[src/rtl/tick_alarm_irq_pkg.sv]
package tick_alarm_irq_pkg;

    localparam int ADDR_W = 4;
    localparam int DATA_W = 8;

    localparam logic [ADDR_W-1:0] ADDR_ENABLE = 4'hC;
    localparam logic [ADDR_W-1:0] ADDR_FLAGS  = 4'hD;

    // enable / rate register layout, MSB first
    typedef struct packed {
        logic       wake_en;   // alarm may interrupt in backup mode
        logic       pfail_en;
        logic       alarm_en;
        logic       tick_en;
        logic [3:0] rate;
    } enable_reg_t;

    // sticky flag layout, MSB first
    typedef struct packed {
        logic alarm;
        logic tick;
        logic pfail;
    } flag_vec_t;

    localparam int FLAG_W = $bits(flag_vec_t);

    // alarm byte i lives at the odd address 2*i+1
    function automatic logic [ADDR_W-1:0] alarm_addr(input int idx);
        alarm_addr = ADDR_W'(2 * idx + 1);
    endfunction

    // a byte whose two top bits are both set is left out of the compare
    function automatic logic byte_is_masked(input logic [DATA_W-1:0] b);
        byte_is_masked = (b[DATA_W-1:DATA_W-2] == 2'b11);
    endfunction

endpackage

[src/rtl/rate_tick_gen.sv]
module rate_tick_gen #(
    parameter int RATE_W = 4
) (
    input  logic              clk,
    input  logic              rst,
    input  logic              restart,
    input  logic              tick_en,
    input  logic [RATE_W-1:0] rate,
    output logic              evt
);
    // largest code (2^RATE_W - 1) needs 2^RATE_W - 2 divider bits
    localparam int DIV_W = ((1 << RATE_W) > 3) ? ((1 << RATE_W) - 2) : 1;

    logic [DIV_W-1:0] cnt_q;
    logic [DIV_W-1:0] sel_mask;

    // low (rate-1) bits all ones marks the last pulse of a period
    always_comb begin
        for (int i = 0; i < DIV_W; i++) begin
            sel_mask[i] = (i < (int'(rate) - 1));
        end
    end

    assign evt = tick_en && (rate != '0) && ((cnt_q & sel_mask) == sel_mask);

    always_ff @(posedge clk) begin
        if (rst || restart) begin
            cnt_q <= '0;
        end else if (tick_en) begin
            cnt_q <= cnt_q + 1'b1;
        end
    end

endmodule

[src/rtl/alarm_match.sv]
module alarm_match
    import tick_alarm_irq_pkg::*;
#(
    parameter int N_ALM = 4
) (
    input  logic                         upd_stb,
    input  logic [N_ALM-1:0][DATA_W-1:0] alarm_bytes,
    input  logic [N_ALM-1:0][DATA_W-1:0] time_bytes,
    output logic                         hit
);
    logic [N_ALM-1:0] byte_ok;

    for (genvar g = 0; g < N_ALM; g++) begin : g_cmp
        assign byte_ok[g] = byte_is_masked(alarm_bytes[g]) ||
                            (alarm_bytes[g] == time_bytes[g]);
    end

    assign hit = upd_stb && (&byte_ok);

endmodule

[src/rtl/flag_clr_qual.sv]
module flag_clr_qual #(
    parameter int HOLD_CYC = 4
) (
    input  logic clk,
    input  logic rst,
    input  logic rd_flags,
    output logic clr
);
    localparam int CNT_W = $clog2(HOLD_CYC + 1);
    localparam logic [CNT_W-1:0] CNT_MAX = CNT_W'(HOLD_CYC);

    logic [CNT_W-1:0] hold_q;

    // counts consecutive edges spent reading the flags address
    always_ff @(posedge clk) begin
        if (rst) begin
            hold_q <= '0;
        end else if (rd_flags) begin
            if (hold_q != CNT_MAX) begin
                hold_q <= hold_q + 1'b1;
            end
        end else begin
            hold_q <= '0;
        end
    end

    // clear fires once, in the cycle after a qualified read has ended
    assign clr = !rd_flags && (hold_q == CNT_MAX);

endmodule

[src/rtl/tick_alarm_irq.sv]
module tick_alarm_irq
    import tick_alarm_irq_pkg::*;
#(
    parameter int HOLD_CYC = 4,
    parameter int RATE_W   = 4,
    parameter int N_ALM    = 4
) (
    input  logic              clk,
    input  logic              rst,
    input  logic              tick32k_en,
    input  logic              upd_stb,
    input  logic [DATA_W-1:0] sec_bcd,
    input  logic [DATA_W-1:0] min_bcd,
    input  logic [DATA_W-1:0] hr_bcd,
    input  logic [DATA_W-1:0] date_bcd,
    input  logic              pwr_fail_evt,
    input  logic              backup_mode,
    input  logic              bus_sel,
    input  logic              bus_we,
    input  logic [ADDR_W-1:0] bus_addr,
    input  logic [DATA_W-1:0] bus_wdata,
    output logic [DATA_W-1:0] bus_rdata,
    output logic              irq_n
);
    enable_reg_t en_q;
    flag_vec_t   flags_q;
    flag_vec_t   flag_set;
    logic [N_ALM-1:0][DATA_W-1:0] alm_q;
    logic [N_ALM-1:0][DATA_W-1:0] time_vec;

    logic wr_acc, rd_acc, en_wr, rd_flags, clr_pulse;
    logic tick_evt, alarm_hit;
    logic pend, wake;

    assign wr_acc   = bus_sel && bus_we;
    assign rd_acc   = bus_sel && !bus_we;
    assign en_wr    = wr_acc && (bus_addr == ADDR_ENABLE);
    assign rd_flags = rd_acc && (bus_addr == ADDR_FLAGS);

    // alarm slot order: seconds, minutes, hours, date
    assign time_vec = {date_bcd, hr_bcd, min_bcd, sec_bcd};

    // ---------------- registers ----------------
    always_ff @(posedge clk) begin
        if (rst) begin
            en_q <= '0;
        end else if (en_wr) begin
            en_q <= enable_reg_t'(bus_wdata);
        end
    end

    for (genvar g = 0; g < N_ALM; g++) begin : g_alm
        always_ff @(posedge clk) begin
            if (rst) begin
                alm_q[g] <= '0;
            end else if (wr_acc && (bus_addr == alarm_addr(g))) begin
                alm_q[g] <= bus_wdata;
            end
        end
    end

    // ---------------- event sources ----------------
    rate_tick_gen #(
        .RATE_W (RATE_W)
    ) u_rate (
        .clk     (clk),
        .rst     (rst),
        .restart (en_wr),
        .tick_en (tick32k_en),
        .rate    (en_q.rate[RATE_W-1:0]),
        .evt     (tick_evt)
    );

    alarm_match #(
        .N_ALM (N_ALM)
    ) u_match (
        .upd_stb     (upd_stb),
        .alarm_bytes (alm_q),
        .time_bytes  (time_vec),
        .hit         (alarm_hit)
    );

    flag_clr_qual #(
        .HOLD_CYC (HOLD_CYC)
    ) u_clr (
        .clk      (clk),
        .rst      (rst),
        .rd_flags (rd_flags),
        .clr      (clr_pulse)
    );

    // ---------------- sticky flags ----------------
    always_comb begin
        flag_set       = '0;
        flag_set.alarm = alarm_hit;
        flag_set.tick  = tick_evt;
        flag_set.pfail = pwr_fail_evt;
    end

    // a set arriving with the clear survives it
    always_ff @(posedge clk) begin
        if (rst) begin
            flags_q <= '0;
        end else begin
            flags_q <= (clr_pulse ? flag_vec_t'('0) : flags_q) | flag_set;
        end
    end

    // ---------------- read back ----------------
    always_comb begin
        bus_rdata = '0;
        if (rd_acc) begin
            if (bus_addr == ADDR_ENABLE) begin
                bus_rdata = en_q;
            end else if (bus_addr == ADDR_FLAGS) begin
                bus_rdata = DATA_W'(flags_q);
            end
            for (int i = 0; i < N_ALM; i++) begin
                if (bus_addr == alarm_addr(i)) begin
                    bus_rdata = alm_q[i];
                end
            end
        end
    end

    // ---------------- interrupt ----------------
    assign pend = (flags_q.alarm && en_q.alarm_en) ||
                  (flags_q.tick  && en_q.tick_en)  ||
                  (flags_q.pfail && en_q.pfail_en);
    assign wake = en_q.wake_en && en_q.alarm_en && flags_q.alarm;

    assign irq_n = backup_mode ? !wake : !pend;

endmodule

[config.mk]
export PLATFORM = sky130hd
export DESIGN_NAME = tick_alarm_irq
export DESIGN_NICKNAME = d
export VERILOG_FILES = /design/src/rtl/tick_alarm_irq_pkg.sv /design/src/rtl/rate_tick_gen.sv /design/src/rtl/alarm_match.sv /design/src/rtl/flag_clr_qual.sv /design/src/rtl/tick_alarm_irq.sv
export SDC_FILE = /design/constraint.sdc
export NUM_CORES = 1
export LEC_CHECK = 0
export ABC_AREA = 1
export CAP_MARGIN = 25
export CELL_PAD_IN_SITES_DETAIL_PLACEMENT = 1
export CELL_PAD_IN_SITES_GLOBAL_PLACEMENT = 1
export CORE_UTILIZATION = 35
export CTS_CLUSTER_DIAMETER = 60
export DETAILED_ROUTE_END_ITERATION = 10
export DONT_BUFFER_PORTS = 1
export PLACE_DENSITY = 0.61
export SLEW_MARGIN = 25
export SYNTH_ARGS = -nofsm -noshare
export SYNTH_HDL_FRONTEND = slang
export SYNTH_SLANG_ARGS = --single-unit
[constraint.sdc]
create_clock -name clk -period 4.6 [get_ports clk]
set_clock_uncertainty 0.1 [all_clocks]
set_input_delay 0.46 -clock clk [delete_from_list [all_inputs] [get_ports clk]]
set_output_delay 0.46 -clock clk [all_outputs]
set_load 0.03 [all_outputs]
==> results of run 1 <==
logic make-up (layout without fill, tap and decap cells):
group,Yosys count,count (layout),share of synthesized area (%)
simple gates,201,201,25.9
compound gates,138,138,21.1
buf+inv,92,95,10.4
flops,60,60,35.0
xor+xnor,22,22,5.62
fa+ha+maj,5,5,1.82
layout by cell type, fill, tap and decap left out, drive strengths merged:
master,count
nor4,1
clkinvlp,2
o22ai,8
xor2,4
a21oi,70
nor3,4
clkinv,2
a221oi,4
nand4,4
o211ai,1
clkbuf,10
or2,14
a31oi,2
inv,79
nor3b,1
dfxtp,60
nor2,37
bufinv,2
xnor2,18
ha,5
o221ai,1
o21ai,52
nand3,35
nand2,105
power by group through the flow:
stage / registers, mW / clock network, mW / logic, mW
after floorplan: 0.541 / 0 / 0.0610
after global placement: 0.543 / 0 / 0.0704
after detailed placement: 0.543 / 0 / 0.0727
after CTS: 0.530 / 0.545 / 0.0732
after global routing: 0.531 / 0.564 / 0.0837
final: 0.530 / 0.535 / 0.0723
cell type report:
class	count	area [sq um]
Fill cell	1257	5630
Multi-Input combinational cell	366	1870
Sequential cell	60	1200
Inverter	79	297
Tap cell	129	161
Clock buffer	10	128
Clock inverter	6	88.8
state kept, by name, indices dropped and copies added (netlist names):
name / count
alm_q: 32
en_q: 8
flags_q: 3
u_clr.hold_q: 3
u_rate.cnt_q: 14
stage by stage:
step	power [mW]	hold slack, ps	std cells	worst slack, ps
CTS	1.15	62.5	650	2010
global route	1.18	57.9	650	1880
floorplan	0.602	345	518	2220
global placement	0.613	369	634	2090
detailed placement	0.615	378	634	2030
finish	1.14	77.7	650	2020
worst register-to-register path, delay by kind of cell, from the launching register on:
| kind | cells | cell delay (ps) |
|---|---|---|
| and+or+nand+nor | 9 | 710 |
| DFF | 1 | 390 |
| buffers and inverters | 2 | 190 |
| adders and majority gates | 1 | 260 |
| AOI/OAI and AO/OA | 1 | 120 |
path summary, 6_finish.rpt:
path         cells past startpoint                      endpoint  slack, ps                    startpoint
max                              6                  bus_rdata[4]       2020                   bus_addr[2]
min                              1         alm_q[0]$_SDFFE_PP0P_         80                           rst
max reg2reg                     13         flags_q[1]$_SDFF_PP0_       2750          en_q[0]$_SDFFE_PP0P_
min reg2reg                      2  u_clr.hold_q[0]$_SDFFE_PP0P_        390  u_clr.hold_q[0]$_SDFFE_PP0P_
metal layers:
layer	vias to the layer above	global-route usage [%]	wire length [microns]
li1	1689	-	-
met1	1528	26.3	4760
met2	56	40.0	5300
met3	12	5.27	430
met4	0	7.36	173
met5	-	0	0
==> impl_metrics.py, run 1 <==
metrics = {
    "finish": {
        "post-route-cell-area_sq_mm": 0.00374,
        "nNetsFinal": 573,
        "antenna-diode-count": 0,
        "utilization_pct": 40.0,
        "layout-drive-gt1-share_pct": 7.49,
        "syn2layout_area_growth_pct": 9.23,
    },
    "drt": {
        "viasPerCell": 5.05,
        "wl_per_cell_microns": 16.4,
        "antenna_violating_nets_post_route": 0,
        "vias": 3285,
        "drt_wl_total_mm": 10.7,
        "drc_errors": 0,
        "drt_iter0_markers": 101,
        "drtPass1Iterations": 7,
    },
    "setup_path": {
        "max_stage_delay_ps": 930,
        "critPathSlowestCell": "a221oi_1",
        "path_buf_inv": 2,
        "path_max_fanout": 13,
        "start_kind": "input pin",
        "crit_type": "in -> out",
        "crit_arrival_ps": 2020,
        "cp_top_family": "compound AO/OA/AOI/OAI gates",
        "critPathRequiredTime_ps": 4040,
        "crit_chain": "inv_1 -> nor2_1 -> nand2_1 -> inv_1 -> a21oi_1 -> a221oi_1",
        "worst_setup_path_end_kind": "primary output",
        "worst_path_most_repeated_cell": "inv_1",
    },
    "logic_synthesis": {
        "synth.most_common_cell": "nand2_1",
        "async_reset_ff_share_pct": 0,
        "yosysSeqAreaShare_pct": 35.0,
        "synthTopCellsByArea": "dfxtp_1, nand2_1, a21oi_1",
        "synth_warnings": 0,
        "synth_ff_type": "dfxtp_1",
        "synthCells": 518,
        "synth_seq_cells": 60,
        "yosysTopAreaCell": "dfxtp_1",
        "syn-cell-area_sq_mm": 0.00343,
        "syn_avg_cell_area_sq_um": 6.62,
        "synthTopCellsByCount": "nand2_1, inv_1, a21oi_1, dfxtp_1, o21ai_0",
        "synth_edf_count": 0,
        "ys_types": 30,
        "synth_top_area_share_pct": 35.0,
        "syn-num-nets": 575,
    },
    "clock_network": {
        "clkLatencyLatePin_ps": 340,
        "cts_root_buf": "clkbuf_8",
        "ctsHoldBuffers": 0,
        "cts_tree": "done",
        "post_cts_buffers": 0,
        "cts_inserted_buffers": 9,
        "cts_resized": 0,
        "clock_sinks": 60,
        "clk_pin_slew_worst_paths_ps": 80,
        "cts_buffer_depth": 2,
        "cts-htree-levels": 3,
    },
    "pwr": {
        "swShare_pct": 24.8,
        "intPower_uw": 856,
        "pwr-share-clk_pct": 47.0,
        "vdd_ir_drop_max_uv": 168,
        "power_density_mw_per_mm2": 304,
        "p_seq_share_pct": 46.6,
        "p_leak_nw": 1.44,
        "power.switching_uw": 282,
        "p_comb_share_pct": 6.4,
    },
    "sta": {
        "fmax_ghz": 0.388,
        "relSlewSlack_pct": 40.9,
        "finalSetupTns_ps": 0,
        "tightest_slew_ps": 886,
        "final-max-slew-violation-count": 0,
        "min_period_over_period_pct": 56.0,
        "finalHoldViolations": 0,
        "setup_violations": 0,
        "fin_crit_ps": 2580,
        "rsz0062_at_grt": "no",
    },
    "floorplan": {
        "core_sq_mm": 0.00937,
        "die_area_sq_mm": 0.0102,
        "num_rows": 35,
        "ioPinCount": 61,
        "initial_core_util_pct": 36.6,
        "die_x_microns": 101,
        "die_h_microns": 101,
    },
    "placement": {
        "hpwl_mm": 8.31,
        "place.port_buffers": 0,
        "place_area_sq_mm": 0.00353,
        "place_congestion": 0.881,
    },
    "grt": {
        "grt_pass1_wl_mm": 17.2,
        "gr-total-overflow": 0,
        "grt_max_degree": 35,
        "grt_pass1_vias": 3366,
        "antenna_found_initial": 0,
        "track_usage_pct": 22.4,
    },
    "outcome": {
        "status": "finished clean",
    },
    "run": {
        "maxCapViolations": 0,
    },
    "min_path": {
        "min-delay-path-class": "in -> reg",
    },
}
(Power assumes the default switching activity.)
==> run 2: changes to the inputs <==
==> constraint.sdc (replaced) <==
create_clock -name clk -period 2.6 [get_ports clk]
set_clock_uncertainty 0.1 [all_clocks]
set_input_delay 0.26 -clock clk [delete_from_list [all_inputs] [get_ports clk]]
set_output_delay 0.26 -clock clk [all_outputs]
set_load 0.03 [all_outputs]
==> impl_metrics.py, run 2 (synthesis results as in run 1) <==
metrics = {
    "pwr": {
        "power_density_mw_per_mm2": 521,
        "power_mw": 2.04,
        "p_leak_nw": 1.55,
        "vdd_ir_drop_max_uv": 224,
    },
    "clock_network": {
        "cts_resized": 0,
        "cts_tree": "done",
        "clk_pin_slew_worst_paths_ps": 70,
        "cts_buffer_depth": 2,
        "clkLatencyLatePin_ps": 340,
        "cts_inserted_buffers": 9,
        "clock_sinks": 60,
        "ctsHoldBuffers": 9,
        "cts-htree-levels": 3,
        "cts_root_buf": "clkbuf_8",
        "post_cts_buffers": 0,
    },
    "setup_path": {
        "crit_arrival_ps": 1750,
        "crit_chain": "inv_1 -> o22ai_1 -> a21oi_1 -> o21ai_0 -> o21ai_0 -> a21oi_1 -> buf_4",
        "start_kind": "flop",
        "worst_setup_path_end_kind": "primary output",
        "path_buf_inv": 2,
        "path_max_fanout": 5,
        "max_stage_delay_ps": 400,
        "cp_top_family": "compound AO/OA/AOI/OAI gates",
        "crit_type": "reg -> out",
        "critPathRequiredTime_ps": 2240,
        "critPathSlowestCell": "dfxtp_1",
    },
    "sta": {
        "final-max-slew-violation-count": 0,
        "setup_violations": 0,
        "fmax_ghz": 0.473,
        "finalHoldViolations": 0,
        "relSlewSlack_pct": 63.5,
        "fin_crit_ps": 2110,
        "min_period_over_period_pct": 81.3,
        "tightest_slew_ps": 546,
        "rsz0062_at_grt": "no",
        "finalSetupTns_ps": 0,
    },
    "run": {
        "maxCapViolations": 0,
    },
    "drt": {
        "drc_errors": 0,
        "viasPerCell": 5.06,
        "drt_wl_total_mm": 11.4,
        "drtPass1Iterations": 4,
        "antenna_violating_nets_post_route": 0,
        "drt_iter0_markers": 85,
        "vias": 3390,
        "wl_per_cell_microns": 17.0,
    },
    "placement": {
        "place.port_buffers": 0,
        "place_congestion": 0.794,
        "place_area_sq_mm": 0.00361,
        "hpwl_mm": 8.67,
    },
    "outcome": {
        "status": "finished clean",
    },
    "finish": {
        "nNetsFinal": 593,
        "post-route-cell-area_sq_mm": 0.00392,
        "antenna-diode-count": 0,
        "utilization_pct": 41.8,
        "syn2layout_area_growth_pct": 14.3,
        "largest_reg_flops": 32,
        "top_register": "alm_q",
        "mostFrequentLayoutCell": "nand2_1",
        "layout_common_cells": "nand2_1, inv_1, a21oi_1, dfxtp_1, o21ai_0",
        "reg.largest.list": "alm_q x32, u_rate.cnt_q x14, en_q x8",
        "layout-drive-gt1-share_pct": 9.24,
    },
    "grt": {
        "gr-total-overflow": 0,
        "grt_pass1_vias": 3511,
        "grt_max_degree": 34,
        "grt_pass1_wl_mm": 18.7,
        "track_usage_pct": 24.6,
        "antenna_found_initial": 0,
    },
    "min_path": {
        "min-delay-path-class": "in -> reg",
    },
    "floorplan": {
        "die_area_sq_mm": 0.0102,
        "initial_core_util_pct": 36.6,
        "die_h_microns": 101,
        "num_rows": 35,
        "die_x_microns": 101,
        "ioPinCount": 61,
        "core_sq_mm": 0.00937,
    },
}
## run 2: per-stage QoR
step                      hold WS, ps  instances  setup WS, ps
final                            17.1        670           486
after global placement            232        645           620
after detailed placement          233        645           595
after floorplan                   229        518           618
after CTS                        2.53        670           418
after global routing             17.7        670           339
## run 2: layout make-up
cell class | instances | area [sq um]
well taps | 129 | 161
flip-flops and latches | 60 | 1200
repair buffers | 20 | 173
clock inverters | 5 | 75.1
inverters | 79 | 297
clock buffers | 11 | 141
fillers | 1264 | 5450
multi-input cells | 366 | 1870
## run 2: power by group
group | internal, mW | switching (mW)
sequential | 0.930 | 0.00871
clock | 0.562 | 0.390
combinational | 0.0568 | 0.0938
total | 1.55 | 0.493
## run 2: path summary, 6_finish.rpt
| path | startpoint | to | slack (ps) | depth (start not counted) |
|---|---|---|---|---|
| setup / recovery | en_q[2]$_SDFFE_PP0P_ | bus_rdata[2] | 490 | 7 |
| hold / removal | bus_wdata[2] | alm_q[10]$_SDFFE_PP0P_ | 20 | 2 |
| setup reg to reg | en_q[0]$_SDFFE_PP0P_ | flags_q[1]$_SDFF_PP0_ | 740 | 12 |
| hold reg to reg | u_rate.cnt_q[10]$_SDFFE_PP0P_ | u_rate.cnt_q[10]$_SDFFE_PP0P_ | 380 | 2 |
## run 2: layer usage
layer / up-vias / share of wire, % / GRT usage (%) / wire length [microns]
li1: 1730 / - / - / -
met1: 1593 / 44 / 29.6 / 4970
met2: 51 / 51 / 43.7 / 5810
met3: 16 / 3.5 / 4.02 / 402
met4: 0 / 1.7 / 9.48 / 199
met5: - / 0 / 0 / 0
